File: src/rtl/pdmc_pkg.sv
package pdmc_pkg;

   // per-channel settings captured at run start
   typedef struct packed {
      logic en;
      logic inv;
   } chan_cfg_t;

   // slot index inside the event vector
   localparam int SLOT_RISE = 0;
   localparam int SLOT_FALL = 1;
   localparam int N_SLOT    = 2;

endpackage

File: src/rtl/pdmc_clkgen.sv
module pdmc_clkgen #(
   parameter int MCLK_HALF = 4
) (
   input  logic clk_i,
   input  logic rst_ni,
   input  logic run_q_i,
   output logic mclk_o,
   output logic [pdmc_pkg::N_SLOT-1:0] ev_o
);
   localparam int PERIOD = 2 * MCLK_HALF;
   localparam int CNT_W  = (PERIOD > 1) ? $clog2(PERIOD) : 1;
   localparam logic [CNT_W-1:0] HALF_C = CNT_W'(MCLK_HALF);
   localparam logic [CNT_W-1:0] LAST_C = CNT_W'(PERIOD - 1);

   logic [CNT_W-1:0] cnt_q;

   always_ff @(posedge clk_i) begin
      if (!rst_ni || !run_q_i) begin
         cnt_q <= '0;
      end else if (cnt_q == LAST_C) begin
         cnt_q <= '0;
      end else begin
         cnt_q <= cnt_q + 1'b1;
      end
   end

   assign mclk_o = run_q_i && (cnt_q < HALF_C);
   always_comb begin
      ev_o = '0;
      ev_o[pdmc_pkg::SLOT_RISE] = run_q_i && (cnt_q == '0);
      ev_o[pdmc_pkg::SLOT_FALL] = run_q_i && (cnt_q == HALF_C);
   end
endmodule

File: src/rtl/pdmc_skew_line.sv
module pdmc_skew_line #(
   parameter int SKEW_W = 4,
   parameter int LANES  = 2
) (
   input  logic              clk_i,
   input  logic              rst_ni,
   input  logic              clr_i,
   input  logic [LANES-1:0]  ev_i,
   input  logic [SKEW_W-1:0] sel_i,
   output logic [LANES-1:0]  tap_o
);
   localparam int DEPTH = 1 << SKEW_W;

   // stage k holds the events of k+1 cycles ago
   logic [DEPTH-2:0][LANES-1:0] dly_q;

   generate
      if (DEPTH == 2) begin : g_one
         always_ff @(posedge clk_i) begin
            if (!rst_ni || clr_i) dly_q <= '0;
            else                  dly_q <= ev_i;
         end
      end else begin : g_many
         always_ff @(posedge clk_i) begin
            if (!rst_ni || clr_i) dly_q <= '0;
            else                  dly_q <= {dly_q[DEPTH-3:0], ev_i};
         end
      end
   endgenerate

   always_comb begin
      if (sel_i == '0) tap_o = ev_i;
      else             tap_o = dly_q[sel_i - 1'b1];
   end
endmodule

File: src/rtl/pdmc_chan.sv
module pdmc_chan (
   input  logic                 clk_i,
   input  logic                 rst_ni,
   input  logic                 run_q_i,
   input  logic                 hit_i,
   input  logic                 data_i,
   input  pdmc_pkg::chan_cfg_t  cfg_i,
   output logic                 bit_o,
   output logic                 vld_o
);
   always_ff @(posedge clk_i) begin
      if (!rst_ni) begin
         bit_o <= 1'b0;
         vld_o <= 1'b0;
      end else begin
         vld_o <= run_q_i && hit_i && cfg_i.en;
         if (run_q_i && hit_i && cfg_i.en) bit_o <= data_i ^ cfg_i.inv;
      end
   end
endmodule

File: src/rtl/pdm_pair_capture.sv
module pdm_pair_capture #(
   parameter int MCLK_HALF = 4,
   parameter int SKEW_W    = 4
) (
   input  logic              clk_i,
   input  logic              rst_ni,
   input  logic              run_i,
   input  logic              en_a_i,
   input  logic              en_b_i,
   input  logic              inv_a_i,
   input  logic              inv_b_i,
   input  logic              swap_i,
   input  logic [SKEW_W-1:0] skew_i,
   input  logic              pdm_i,
   output logic              mclk_o,
   output logic              bit_a_o,
   output logic              vld_a_o,
   output logic              bit_b_o,
   output logic              vld_b_o
);
   import pdmc_pkg::*;

   generate
      if (MCLK_HALF < 1) begin : g_bad_half
         $error("MCLK_HALF must be at least 1");
      end
      if (SKEW_W < 1 || SKEW_W > 8) begin : g_bad_skew
         $error("SKEW_W must lie in 1..8");
      end
   endgenerate

   logic              run_q;
   chan_cfg_t         cfg_q [N_SLOT];
   logic              swap_q;
   logic [SKEW_W-1:0] skew_q;

   // settings follow the inputs only while stopped
   always_ff @(posedge clk_i) begin
      if (!rst_ni) begin
         run_q     <= 1'b0;
         cfg_q[0]  <= '0;
         cfg_q[1]  <= '0;
         swap_q    <= 1'b0;
         skew_q    <= '0;
      end else begin
         run_q <= run_i;
         if (!run_q) begin
            cfg_q[0] <= '{en: en_a_i, inv: inv_a_i};
            cfg_q[1] <= '{en: en_b_i, inv: inv_b_i};
            swap_q   <= swap_i;
            skew_q   <= skew_i;
         end
      end
   end

   logic [N_SLOT-1:0] ev, tap;

   pdmc_clkgen #(.MCLK_HALF(MCLK_HALF)) clkgen_i (
      .clk_i   (clk_i),
      .rst_ni  (rst_ni),
      .run_q_i (run_q),
      .mclk_o  (mclk_o),
      .ev_o    (ev)
   );

   pdmc_skew_line #(.SKEW_W(SKEW_W), .LANES(N_SLOT)) skew_i_line (
      .clk_i  (clk_i),
      .rst_ni (rst_ni),
      .clr_i  (!run_q),
      .ev_i   (ev),
      .sel_i  (skew_q),
      .tap_o  (tap)
   );

   logic [N_SLOT-1:0] ch_bit, ch_vld;

   generate
      for (genvar c = 0; c < N_SLOT; c++) begin : g_ch
         logic hit;
         // channel c normally takes slot c; swap takes the other one
         assign hit = swap_q ? tap[N_SLOT-1-c] : tap[c];
         pdmc_chan chan_i (
            .clk_i   (clk_i),
            .rst_ni  (rst_ni),
            .run_q_i (run_q),
            .hit_i   (hit),
            .data_i  (pdm_i),
            .cfg_i   (cfg_q[c]),
            .bit_o   (ch_bit[c]),
            .vld_o   (ch_vld[c])
         );
      end
   endgenerate

   assign bit_a_o = ch_bit[0];
   assign vld_a_o = ch_vld[0];
   assign bit_b_o = ch_bit[1];
   assign vld_b_o = ch_vld[1];
endmodule

File: config.mk
export PLATFORM = sky130hd
export DESIGN_NAME = pdm_pair_capture
export DESIGN_NICKNAME = d
export VERILOG_FILES = /design/src/rtl/pdmc_pkg.sv /design/src/rtl/pdmc_clkgen.sv /design/src/rtl/pdmc_skew_line.sv /design/src/rtl/pdmc_chan.sv /design/src/rtl/pdm_pair_capture.sv
export SDC_FILE = /design/constraint.sdc
export NUM_CORES = 1
export LEC_CHECK = 0
export CAP_MARGIN = 20
export CORE_MARGIN = 4
export CORE_UTILIZATION = 65
export CTS_CLUSTER_DIAMETER = 150
export DETAILED_ROUTE_END_ITERATION = 6
export DONT_BUFFER_PORTS = 1
export PLACE_DENSITY = 0.83
export REMOVE_ABC_BUFFERS = 1
export SETUP_SLACK_MARGIN = 0.15
export SYNTH_ARGS = -nofsm -noshare
export SYNTH_HDL_FRONTEND = slang
export SYNTH_SLANG_ARGS = --single-unit
File: constraint.sdc
create_clock -name clk_i -period 5 [get_ports clk_i]
set_clock_uncertainty 0.15 [all_clocks]
set_input_delay 0.25 -clock clk_i [delete_from_list [all_inputs] [get_ports clk_i]]
set_output_delay 0.25 -clock clk_i [all_outputs]
set_load 0.01 [all_outputs]
==> impl_metrics.env <==
export IMPL_reg2reg_to="g_ch[1].chan_i.bit_o"
export IMPL_fill_cells=190
export IMPL_synth_mux_area_fraction_pct=12.3
export IMPL_met1_usage_pct=25.0
export IMPL_gr_usage_met3_pct=7.76
export IMPL_slew_violations=0
export IMPL_busiest_layer="met2"
export IMPL_n_antenna_cell=0
export IMPL_wirelength_um=3410
export IMPL_cts_buffers=5
export IMPL_dp_cells=193
export IMPL_p_int_uw=466
export IMPL_synthFlopType="dfxtp_1"
export IMPL_synth_top_family_by_area="simple AND/OR/NAND/NOR gates"
export IMPL_sequentialPowerShare_pct=63.8
export IMPL_switching_share_pct=24.9
export IMPL_synth_edf_count=4
export IMPL_maxCapViolCount=0
export IMPL_drt_pre_antenna_iters=4
export IMPL_synth_xor_area_share_pct=1.88
export IMPL_final_cell_count_no_fill=213
export IMPL_power_uw=620
export IMPL_crit_required_ns=5.15
export IMPL_critical_path_most_common_cell="mux2i_1"
export IMPL_ant_nets=0
export IMPL_syn_area_per_cell_um2=10.9
export IMPL_hold_violations=0
export IMPL_initial_utilization_pct=67.5
export IMPL_synth_compound_area_share_pct=5.24
export IMPL_r2r_start="skew_q[0]"
export IMPL_ys_async_sr_fraction_pct=0
export IMPL_rsz0062_at_grt="no"
export IMPL_final_layout_size_suffix_gt1_share_pct=8.24
export IMPL_antenna_found_initial=0
export IMPL_ys_ff_latch=47
export IMPL_cp_cell_sequence="inv_1 > ha_1 > mux2i_1 > a211o_1 > a31oi_1 > a211oi_1 > a311oi_1 > mux2i_1"
export IMPL_start_kind="flip-flop"
export IMPL_seq_area_um2=981
export IMPL_pwr_share_comb_pct=9.5
export IMPL_hp_class="in -> reg"
export IMPL_syn_inst=171
export IMPL_gr_total_overflow=0
export IMPL_place_congestion=0.785
export IMPL_synth_top_cell_by_area="dfxtp_1"
export IMPL_p_sw_uw=155
export IMPL_dieArea_um2=3780
export IMPL_post_route_util_pct=73.8
export IMPL_cp_startpoint="skew_q[0]"
export IMPL_io_pins=18
export IMPL_crit_fanout=14
export IMPL_status="finished clean"
export IMPL_coreArea_um2=2760
export IMPL_cts_root_buf="clkbuf_4"
export IMPL_synthMostInstantiatedCell="dfxtp_1"
export IMPL_critPathCaptureType="flip-flop"
export IMPL_synthTopCellsByCount="dfxtp_1 (43), and3_1 (28), nand2_1 (12)"
export IMPL_placed_area_um2=1860
export IMPL_die_h_um=61.5
export IMPL_viasPerCell=5.99
export IMPL_path_clk_slew_ns=0.13
export IMPL_cp_slowest_cell="dfxtp_1"
export IMPL_final_area_um2=2040
export IMPL_grt_pass1_vias=1293
export IMPL_cts_sinks=47
export IMPL_fin_crit_sh_pct=62.0
export IMPL_fin_nets=199
export IMPL_regToRegSetupSlack_ns=1.90
export IMPL_synth_warnings=0
export IMPL_power_density_nw_per_um2=305
export IMPL_slew_headroom_pct=33.8
export IMPL_clockPowerShare_pct=26.7
export IMPL_grt_max_degree=38
export IMPL_period_needed_ns=3.10
export IMPL_ys_types=31
export IMPL_fp_row_count=19
export IMPL_slowest_delay_ns=0.68
export IMPL_synth_top_area_share_pct=46.2
export IMPL_clk_path_buf_depth=2
export IMPL_post_cts_buffers=0
export IMPL_cts_tree="yes"
export IMPL_h_tree_depth=2
export IMPL_vias=1276
export IMPL_hold_ws_ns=0.0528
export IMPL_place_ws_ns=1.96
export IMPL_grt_util_met2_pct=31.4
export IMPL_place_hpwl_um=2200
export IMPL_setup_viol=0
export IMPL_max_freq_ghz=0.323
export IMPL_crit_end="g_ch[1].chan_i.bit_o"
export IMPL_p_leak_nw=0.895
export IMPL_fp_dieW_um=61.5
export IMPL_fin_ws_ns=1.90
export IMPL_synth_fa_ha_area_share_pct=3.36
export IMPL_track_usage_pct=20.8
export IMPL_rr_worst_depth=8
export IMPL_tightest_slew_ns=0.989
export IMPL_max_vdd_ir_drop_mv=0.289
export IMPL_fin_setup_tns_ns=0
export IMPL_syn_area_um2=1860
export IMPL_drt_iter0_drc=83
export IMPL_synth_simple_area_share_pct=20.9
export IMPL_grt_pass1_wl_um=5600
export IMPL_drc_errors=0
export IMPL_ys_seq_area_share_pct=52.7
export IMPL_multiInputGateArea_um2=813
export IMPL_clock_latency_ns=0.36
export IMPL_wire_per_inst_um=16.0
export IMPL_critical_path_class="reg -> reg"
export IMPL_cp_arrival_ns=3.25
export IMPL_netlist_top_cells_area="dfxtp_1 (46%), and3_1 (9.4%), edfxtp_1 (6.5%)"
export IMPL_syn_to_final_growth_pct=9.34
export IMPL_buffer_ports_inserted=0
-- worst min path at each step --
stage | from | end | slack (ns) | cells past startpoint
after floorplan | rst_ni | g_ch[0].chan_i.vld_o | 0.22 | 1
after global placement | rst_ni | g_ch[1].chan_i.vld_o | 0.23 | 1
after detailed placement | rst_ni | g_ch[1].chan_i.vld_o | 0.23 | 1
after CTS | rst_ni | clkgen_i.cnt_q[0] | 0.04 | 2
after global routing | rst_ni | clkgen_i.cnt_q[0] | 0.04 | 2
final | rst_ni | clkgen_i.cnt_q[0] | 0.05 | 2
-- layout make-up --
type	instances	area share, %
tap	31	1.91
timing repair buffer	13	6.27
clock buffer	5	1.84
multi-input combinational	108	40.0
sequential	47	48.2
clock inverter	3	0.738
inverter	6	1.11
-- what timing repair did --
action / in CTS / in global routing
hold buffers: 12 / 0
endpoints found under the hold margin: 43 / 0
gates resized for setup: 0 / 0
-- cells by family (layout without fill, tap and decap cells) --
family / count (synthesis) / in the layout
flip-flops: 47 / 47
AO/OA/AOI/OAI: 13 / 13
buffers and inverters: 16 / 27
multiplexers: 17 / 17
XOR/XNOR: 4 / 4
adder cells (fa/ha/maj): 5 / 5
AND/OR/NAND/NOR: 69 / 69
-- power by group through the flow --
stage	clock (mW)	combinational, mW	sequential (mW)
finish	0.166	0.0590	0.396
global route	0.195	0.0649	0.397
CTS	0.172	0.0576	0.395
detailed placement	0	0.0466	0.404
global placement	0	0.0447	0.403
floorplan	0	0.0372	0.403
-- routing by layer --
layer,routed length [µm],vias up
met3,146,12
met4,120,0
li1,-,632
met1,1510,608
met2,1630,24
met5,0,-
-- sequential cells by signal (all words and copies together), names as in the netlist --
name	count
skew_i_line.dly_q	30
cfg_q	4
skew_q	4
clkgen_i.cnt_q	3
g_ch.chan_i.bit_o	2
g_ch.chan_i.vld_o	2
run_q	1
swap_q	1
-- layout by cell type (no fill, tap or decap), types with 2 or more instances in the layout --
master	Yosys	layout
dfxtp_1	43	43
ha_1	5	5
inv_1	6	6
mux4_2	3	3
and2_1	8	8
edfxtp_1	4	4
clkinv_1	0	2
dlygate4sd3_1	0	12
nand2_1	12	12
a31oi_1	2	2
a211o_1	2	2
and3_1	28	28
a311oi_1	2	2
a32oi_1	2	2
nor3b_1	4	4
clkbuf_4	0	5
mux2i_1	9	9
nor2_1	7	7
a211oi_1	2	2
mux2_2	4	4
xor2_1	3	3
a21oi_1	2	2
nand3_1	5	5
-- critical path: cells and delay by family, from the launching register on --
kind	cells	cell delay, ns
buf+inv	1	0.19
fa+ha+maj	1	0.62
compound gates	4	1.03
mux	2	0.38
flops	1	0.68
(Power assumes the default switching activity.)
